==> src/rtl/sync_rtt_pkg.sv <==
package sync_rtt_pkg;

    localparam int RTT_DATA_W = 16;
    localparam int RTT_CNT_W  = 8;
    localparam int RTT_RUN_W  = 4;

    typedef enum logic [1:0] {
        ST_IDLE = 2'd0,
        ST_WAIT = 2'd1,
        ST_RUN  = 2'd2
    } rtt_state_e;

    // Per-cycle view of the shared flag line
    typedef struct packed {
        logic high;
        logic rise;
    } line_ev_t;

    // A high run is still a marker while its length has not reached the limit
    function automatic logic run_can_grow(input logic [RTT_RUN_W-1:0] run_len,
                                          input logic [RTT_RUN_W-1:0] lim);
        return run_len < lim;
    endfunction

endpackage

==> src/rtl/rtt_line_tracker.sv <==
module rtt_line_tracker
    import sync_rtt_pkg::*;
#(
    parameter int DATA_W   = RTT_DATA_W,
    parameter int FLAG_BIT = DATA_W - 1
) (
    input  logic              clk,
    input  logic              rst,
    input  logic [DATA_W-1:0] word_in,
    output line_ev_t          ev
);
    logic flag_now;
    logic flag_prev;
    logic unused_data;

    assign flag_now    = word_in[FLAG_BIT];
    assign unused_data = ^word_in[FLAG_BIT-1:0];

    always_ff @(posedge clk) begin
        if (rst) begin
            flag_prev <= 1'b0;
        end else begin
            flag_prev <= flag_now;
        end
    end

    always_comb begin
        ev.high = flag_now;
        ev.rise = flag_now & ~flag_prev;
    end

endmodule

==> src/rtl/rtt_measure_fsm.sv <==
module rtt_measure_fsm
    import sync_rtt_pkg::*;
#(
    parameter int CNT_W = RTT_CNT_W,
    parameter int RUN_W = RTT_RUN_W
) (
    input  logic             clk,
    input  logic             rst,
    input  logic             issue,
    input  line_ev_t         ev,
    input  logic [RUN_W-1:0] run_lim,
    input  logic [CNT_W-1:0] wait_lim,
    output logic [CNT_W-1:0] cap_lat,
    output logic             meas_ok,
    output logic             wait_expired
);
    rtt_state_e       state;
    logic [CNT_W-1:0] elapsed;
    logic [RUN_W-1:0] run_len;

    always_ff @(posedge clk) begin
        if (rst) begin
            state        <= ST_IDLE;
            elapsed      <= '0;
            run_len      <= '0;
            cap_lat      <= '0;
            meas_ok      <= 1'b0;
            wait_expired <= 1'b0;
        end else begin
            meas_ok      <= 1'b0;
            wait_expired <= 1'b0;
            unique case (state)
                ST_IDLE: begin
                    if (issue) begin
                        elapsed <= CNT_W'(1);
                        state   <= ST_WAIT;
                    end
                end
                ST_WAIT: begin
                    if (ev.rise) begin
                        cap_lat <= elapsed;
                        run_len <= RUN_W'(1);
                        state   <= ST_RUN;
                    end else if (ev.high) begin
                        // line held by inhibit: marker hidden, drop quietly
                        state <= ST_IDLE;
                    end else if (elapsed >= wait_lim) begin
                        wait_expired <= 1'b1;
                        state        <= ST_IDLE;
                    end else begin
                        elapsed <= elapsed + CNT_W'(1);
                    end
                end
                ST_RUN: begin
                    if (!ev.high) begin
                        meas_ok <= 1'b1;
                        state   <= ST_IDLE;
                    end else if (!run_can_grow(run_len, run_lim)) begin
                        // run too long: inhibit, no report
                        state <= ST_IDLE;
                    end else begin
                        run_len <= run_len + RUN_W'(1);
                    end
                end
                default: state <= ST_IDLE;
            endcase
        end
    end

endmodule

==> src/rtl/rtt_reference.sv <==
module rtt_reference
    import sync_rtt_pkg::*;
#(
    parameter int CNT_W = RTT_CNT_W
) (
    input  logic             clk,
    input  logic             rst,
    input  logic             recal,
    input  logic             meas_ok,
    input  logic [CNT_W-1:0] meas_lat,
    output logic             drift
);
    logic [CNT_W-1:0] base_lat;
    logic             base_set;
    logic             retake;

    always_ff @(posedge clk) begin
        if (rst) begin
            base_lat <= '0;
            base_set <= 1'b0;
            retake   <= 1'b0;
            drift    <= 1'b0;
        end else if (recal) begin
            drift  <= 1'b0;
            retake <= 1'b1;
        end else if (meas_ok) begin
            if (!base_set || retake) begin
                base_lat <= meas_lat;
                base_set <= 1'b1;
                retake   <= 1'b0;
            end else if (meas_lat != base_lat) begin
                drift <= 1'b1;
            end
        end
    end

endmodule

==> src/rtl/sync_rtt_monitor.sv <==
module sync_rtt_monitor
    import sync_rtt_pkg::*;
#(
    parameter int DATA_W = RTT_DATA_W,
    parameter int CNT_W  = RTT_CNT_W,
    parameter int RUN_W  = RTT_RUN_W
) (
    input  logic              clk,
    input  logic              rst,
    input  logic              sync_issue,
    input  logic              calibrate,
    input  logic [RUN_W-1:0]  width_lim,
    input  logic [CNT_W-1:0]  tmo_lim,
    input  logic [DATA_W-1:0] rx_word,
    output logic [CNT_W-1:0]  lat_out,
    output logic              lat_valid,
    output logic              mismatch_err,
    output logic              timeout_flag
);
    localparam int FLAG_BIT = DATA_W - 1;

    line_ev_t         line_ev;
    logic [CNT_W-1:0] cap_lat;
    logic             meas_ok;
    logic             wait_expired;
    logic             drift;

    rtt_line_tracker #(
        .DATA_W   (DATA_W),
        .FLAG_BIT (FLAG_BIT)
    ) u_line (
        .clk     (clk),
        .rst     (rst),
        .word_in (rx_word),
        .ev      (line_ev)
    );

    rtt_measure_fsm #(
        .CNT_W (CNT_W),
        .RUN_W (RUN_W)
    ) u_meas (
        .clk          (clk),
        .rst          (rst),
        .issue        (sync_issue),
        .ev           (line_ev),
        .run_lim      (width_lim),
        .wait_lim     (tmo_lim),
        .cap_lat      (cap_lat),
        .meas_ok      (meas_ok),
        .wait_expired (wait_expired)
    );

    rtt_reference #(
        .CNT_W (CNT_W)
    ) u_ref (
        .clk      (clk),
        .rst      (rst),
        .recal    (calibrate),
        .meas_ok  (meas_ok),
        .meas_lat (cap_lat),
        .drift    (drift)
    );

    assign lat_out      = cap_lat;
    assign lat_valid    = meas_ok;
    assign mismatch_err = drift;
    assign timeout_flag = wait_expired;

endmodule

==> config.mk <==
export PLATFORM = sky130hd
export DESIGN_NAME = sync_rtt_monitor
export DESIGN_NICKNAME = d
export VERILOG_FILES = /design/src/rtl/sync_rtt_pkg.sv /design/src/rtl/rtt_line_tracker.sv /design/src/rtl/rtt_measure_fsm.sv /design/src/rtl/rtt_reference.sv /design/src/rtl/sync_rtt_monitor.sv
export SDC_FILE = /design/constraint.sdc
export NUM_CORES = 1
export LEC_CHECK = 0
export BUFFER_PORTS_ARGS = -buffer_cell sky130_fd_sc_hd__buf_2
export CAP_MARGIN = 40
export CORE_MARGIN = 4
export CORE_UTILIZATION = 53
export DETAILED_ROUTE_END_ITERATION = 6
export MAX_ROUTING_LAYER = met4
export PLACE_DENSITY_LB_ADDON = 0.1
export SYNTH_ARGS = -nofsm -noshare
export SYNTH_HDL_FRONTEND = slang
export SYNTH_HIERARCHICAL = 1
export SYNTH_SLANG_ARGS = --single-unit
==> constraint.sdc <==
create_clock -name clk -period 3.44 [get_ports clk]
set_input_delay 0.688 -clock clk [delete_from_list [all_inputs] [get_ports clk]]
set_output_delay 0.688 -clock clk [all_outputs]
set_load 0.01 [all_outputs]
=== Word level (Yosys, flattened, before mapping) ===
Cells that the tools add are included.

* Register bits: 36
* Bits of input ports: 32
* Output and inout port bits: 11
* Word-level logic and storage cells: 71

* $add $sub $neg: 2
* $lt $le $gt $ge: 2
* Equality and inequality tests: 12
* Mux-type cells: 21
* Bitwise logic cells: 6
* Reduce and logical (&&, ||, !) cells: 17

{| class="wikitable"
|+ Operator list
! operator !! number
|-
| 8-bit 2-to-1 mux || 4
|-
| 8-bit case mux with 2 select lines || 1
|-
| 2-bit 2-to-1 mux || 6
|-
| 4-bit 2-to-1 mux || 3
|-
| 2-bit inequality test, second input constant || 6
|-
| 3-bit AND reduction || 3
|-
| 8-bit by 1-bit adder with 8-bit output, second input constant || 1
|-
| 8-bit >= comparator || 1
|-
| 8-bit inequality test || 1
|-
| 4-bit case mux with 2 select lines || 1
|-
| 2-bit nonzero test || 4
|-
| 2-bit case mux with 3 select lines || 1
|-
| 1-bit 2-to-1 mux || 5
|-
| 1-bit NOT || 5
|-
| 5-bit AND reduction || 1
|-
| 4-bit by 1-bit adder with 4-bit output, second input constant || 1
|-
| 4-bit < comparator || 1
|-
| 4-bit by 3-bit inequality test with 1-bit output, second input constant || 1
|-
| 2-bit AND reduction || 2
|-
| 4-bit AND reduction || 1
|-
| 2-bit OR reduction || 2
|-
| 4-bit OR reduction || 1
|-
| 3-bit inequality test, second input constant || 1
|-
| 2-bit by 1-bit == test with 1-bit output, second input constant || 1
|-
| 6 further kinds || 6
|}

=== Logic depth before layout (Yosys ltp) ===
* Word-level depth: 5
* Depth in mapped cells: 9
* Depth with buffers taken out: 8

=== Hierarchy ===
The synthesis kept the hierarchy.

{| class="wikitable"
|+ By module, submodules not included
! module !! times used !! cells an instance !! area each (um^2) !! seq. area each (um^2)
|-
| rtt_measure_fsm || 1 || 166 || 1335.0 || 480.5
|-
| rtt_reference || 1 || 50 || 496.7 || 220.2
|-
| rtt_line_tracker || 1 || 4 || 55.1 || 20.0
|}

=== Worst setup path before layout ===
OpenSTA, ideal clock, no wires.

* Path type: input -> register
* Start: in tmo_lim[2]
* End: reg u_meas.elapsed[4]
* Library setup time: 0.074 ns
* Arrival: 2.555 ns
* Required time: 3.366 ns
* Path slack: 0.811 ns
* Cell stages on the path: 8
* Path buffers: 1
* Path through: inv_1 > ha_1 > a211oi_2 > a211oi_1 > or4_1 > clkbuf_2 > or4_1 > a31oi_1

* Cells in the longest elaborated chain, start to end: 3

{| class="wikitable"
|+ RTL lines
! item !! RTL line !! source
|-
| from (decl) || sync_rtt_monitor.sv:13 || <nowiki>input logic [CNT_W-1:0] tmo_lim,</nowiki>
|-
| 8-bit >= comparator || rtt_measure_fsm.sv:47 || <nowiki>end else if (elapsed >= wait_lim) begin</nowiki>
|-
| 2-bit inequality test (no source line) || - ||
|-
| 5-bit AND reduction (no source line) || - ||
|-
| to (signal assigned) || rtt_measure_fsm.sv:51 || <nowiki>elapsed <= elapsed + CNT_W'(1);</nowiki>
|-
| to (decl) || rtt_measure_fsm.sv:18 || <nowiki>logic [CNT_W-1:0] elapsed;</nowiki>
|}

No other way between the ends.
A chain may end at the register's enable or synchronous reset.

=== Worst setup path after layout ===
* Start: reg u_meas.elapsed[0]
* End: reg u_meas.elapsed[4]

* Cells in the longest elaborated chain, start to end: 5
* Elaborated cells on any way between the ends: 8
* Those cells by class: 1 x add/sub; 1 x order compare; 1 x eq/ne; 4 x mux; 1 x reduce/logical

{| class="wikitable"
|+ RTL lines
! item !! RTL line !! source
|-
| 8-bit by 1-bit adder with 8-bit output || rtt_measure_fsm.sv:51 ||
|-
| 8-bit 2-to-1 mux || rtt_measure_fsm.sv:47 ||
|-
| 8-bit 2-to-1 mux || rtt_measure_fsm.sv:44 || <nowiki>end else if (ev.high) begin</nowiki>
|-
| 8-bit 2-to-1 mux || rtt_measure_fsm.sv:40 || <nowiki>if (ev.rise) begin</nowiki>
|-
| 8-bit case mux with 2 select lines || rtt_measure_fsm.sv:32 || <nowiki>unique case (state)</nowiki>
|}

Several ways; a longest one is shown, not always the timed one. The select of a mux whose other input is x is not followed.

==> qor.txt <==
number of levels in the clock H-tree - 2
placed insts - 286
synth warn - 6
Max Fclk - 394 MHz
IO Pins - 43
Clk pin slew, worst setup/hold paths - 110 ps
CTS tree - yes
FP Rows - 21
worst hold endpoint - u_ref/drift
Initial Util - 55.7%
CP startpoint kind - flop
first-pass iteration count of the detailed router - 4
final worst slack - 904 ps
peak supply drop - 321 uV
most frequent cells in the layout - dfxtp_1 (36), buf_2 (27), nor2_1 (23)
initial antenna violation count - 0
worst slack at placement - 611 ps
share of layout cells above drive strength 1 - 18.2%
Clock Path Buffers - 2
Routed WL - 3620 um
syn avg cell area - 8.58 um^2
Yosys reg bits - 36
critical path fanouts, max - 8
worst hold stages - 2
die area - 4580 um^2
hold crit path type - reg2reg
Critical Path RT - 3700 ps
DRC errors left - 0
HPWL Detailed - 2620 um
DRT antenna net count - 0
most common cell after layout, fill and taps aside - dfxtp_1
die width - 67.7 um
Yosys cell types - 43
clock sink count - 36
cells after synthesis - 220
Die Height - 67.7 um
# hold bufs at CTS - 0
clk_lat worst skew - 330 ps
R2R setup slack - 900 ps
Fin. Hold Viols - 0
post-layout net count - 292
core outline area - 3390 um^2
Cell Count, Final, Fillers Out - 293
Max Cap Viol - 0
worst slew pin tran - 704 ps
# diodes - 0
vias in the first global route - 1364
worst hold start - u_ref/drift
Congestion Overflow GR - 0
Lkg Pwr - 0.878 nW
FF-to-FF End - u_meas/elapsed[4]
FF-to-FF Start - u_meas/elapsed[0]
PD cells - 353 nW/um^2
area of the mapped netlist - 1890 um^2
post-detailed-route wirelength per cell - 12.4 um
CTS root buffer - clkbuf_4
I/O Buffers - 27
Seq/Total Area, Yosys - 38.2%
Pins Over Slew Limit - 0
setup TNS - 0 ps
min cycle time layout - 2540 ps
reg2reg path depth - 7
PostCTS Resize Cnt - 0
Final setup violation count - 0
Area growth syn-to-layout - 12.1%
CTS Buf Count - 5
via count - 1548
RSZ-0062 raised after global routing - no
CP Capture Type - flop
Tot GR Track Use - 17.9%
Mapped Nets - 265
GPL Wtd Cong - 0.793
crit path DAT - 2800 ps
Worst slew margin - 53.1%
first-pass GRT wire length - 5980 um
Setup Fix Bufs, Post-CTS - 0
Via-to-Cell Ratio - 5.28
Period Utilization, post-route - 73.7%
initial drt markers - 73
critical path type - reg2reg
status - finished clean
worst-case clock skew - 10.7 ps
largest net degree at the start of global routing - 39
-- layout make-up --
class / count / area, um^2
Tap cell: 46 / 57.6
Fill cell: 328 / 1270
Timing Repair Buffer: 28 / 143
Clock buffer: 7 / 65.1
Inverter: 16 / 60.1
Sequential cell: 36 / 721
Multi-Input combinational cell: 160 / 1070
-- stage by stage --
step | hold WS (ps) | power [mW] | util (%) | cell area, um^2
after global placement | 448 | 0.508 | 60.5 | 2050
after detailed placement | 456 | 0.510 | 60.5 | 2050
after CTS | 468 | 0.758 | 62.4 | 2120
after floorplan | 461 | 0.488 | - | 1890
final | 469 | 0.747 | 62.4 | 2120
after global routing | 490 | 0.786 | 62.4 | 2120
-- report_power, final --
part / switching (mW) / internal [mW] / total (mW)
Sequential: 0.00942 / 0.422 / 0.432
Clock: 0.131 / 0.116 / 0.247
Combinational: 0.0388 / 0.0295 / 0.0683
-- worst max-delay path: stages, from the launching register on --
cell and delay [ps]:
dfxtp_1 510, inv_1 80, ha_1 280, o211ai_1 180, a211oi_1 160, or4_1 600, or4_1 500, a31oi_1 160
-- flip-flops by register name, summed over array words and instances, names as in the netlist --
signal / flops
u_line/flag_prev: 1
u_meas/cap_lat: 8
u_meas/elapsed: 8
u_meas/meas_ok: 1
u_meas/run_len: 4
u_meas/state: 2
u_meas/wait_expired: 1
u_ref/base_lat: 8
u_ref/base_set: 1
u_ref/drift: 1
u_ref/retake: 1
-- kinds of logic after synthesis --
logic type | count (synthesis) | synth area share, %
DFF | 36 | 38.2
adders and majority gates | 13 | 8.62
AOI/OAI and AO/OA | 41 | 14.1
xor gates and xnor gates | 11 | 5.11
muxes | 9 | 4.77
and+or+nand+nor | 86 | 24.1
buffers and inverters | 24 | 5.11
-- cells in the mapped netlist, drive strengths merged --
cell type	number	share of area, %
a211oi	5	2.3
a21boi	1	0.40
a21o	1	0.40
a21oi	16	4.8
a31oi	1	0.33
a32oi	1	0.46
and3	1	0.33
buf	3	0.86
clkbuf	5	1.1
dfxtp	36	38
ha	13	8.6
inv	16	3.2
mux2i	9	4.8
nand2	14	2.8
nand2b	10	3.8
nand3	14	3.7
nand3b	1	0.40
nand4	3	0.99
nor2	23	4.6
nor2b	3	1.8
nor3	4	1.1
nor3b	2	0.80
nor4	2	0.66
o211ai	2	0.80
o21a	1	0.40
o21ai	10	2.7
o21ba	1	0.53
o311a	1	0.53
o41ai	1	0.46
or2	3	0.99
or3	3	0.99
or4	3	1.2
xnor2	9	4.2
xor2	2	0.93
-- layer usage --
metal	up-vias	share of wire, %	track usage, %
li1	819	-	-
met4	0	0.75	7.09
met2	26	45	26.7
met5	-	0	-
met3	2	3.8	3.99
met1	701	50	23.3
-- how the worst max path moves through the flow --
| stage | from | end | cells after the start |
|---|---|---|---|
| after global placement | tmo_lim[5] | u_meas/elapsed[6] | 9 |
| after global routing | u_meas/elapsed[0] | u_meas/elapsed[4] | 7 |
| after detailed placement | tmo_lim[2] | u_meas/elapsed[4] | 8 |
| after CTS | u_meas/elapsed[0] | u_meas/elapsed[4] | 7 |
| final | u_meas/elapsed[0] | u_meas/elapsed[4] | 7 |
| after floorplan | tmo_lim[2] | u_meas/elapsed[4] | 8 |
No activity file was read; power rests on OpenSTA's default activity.
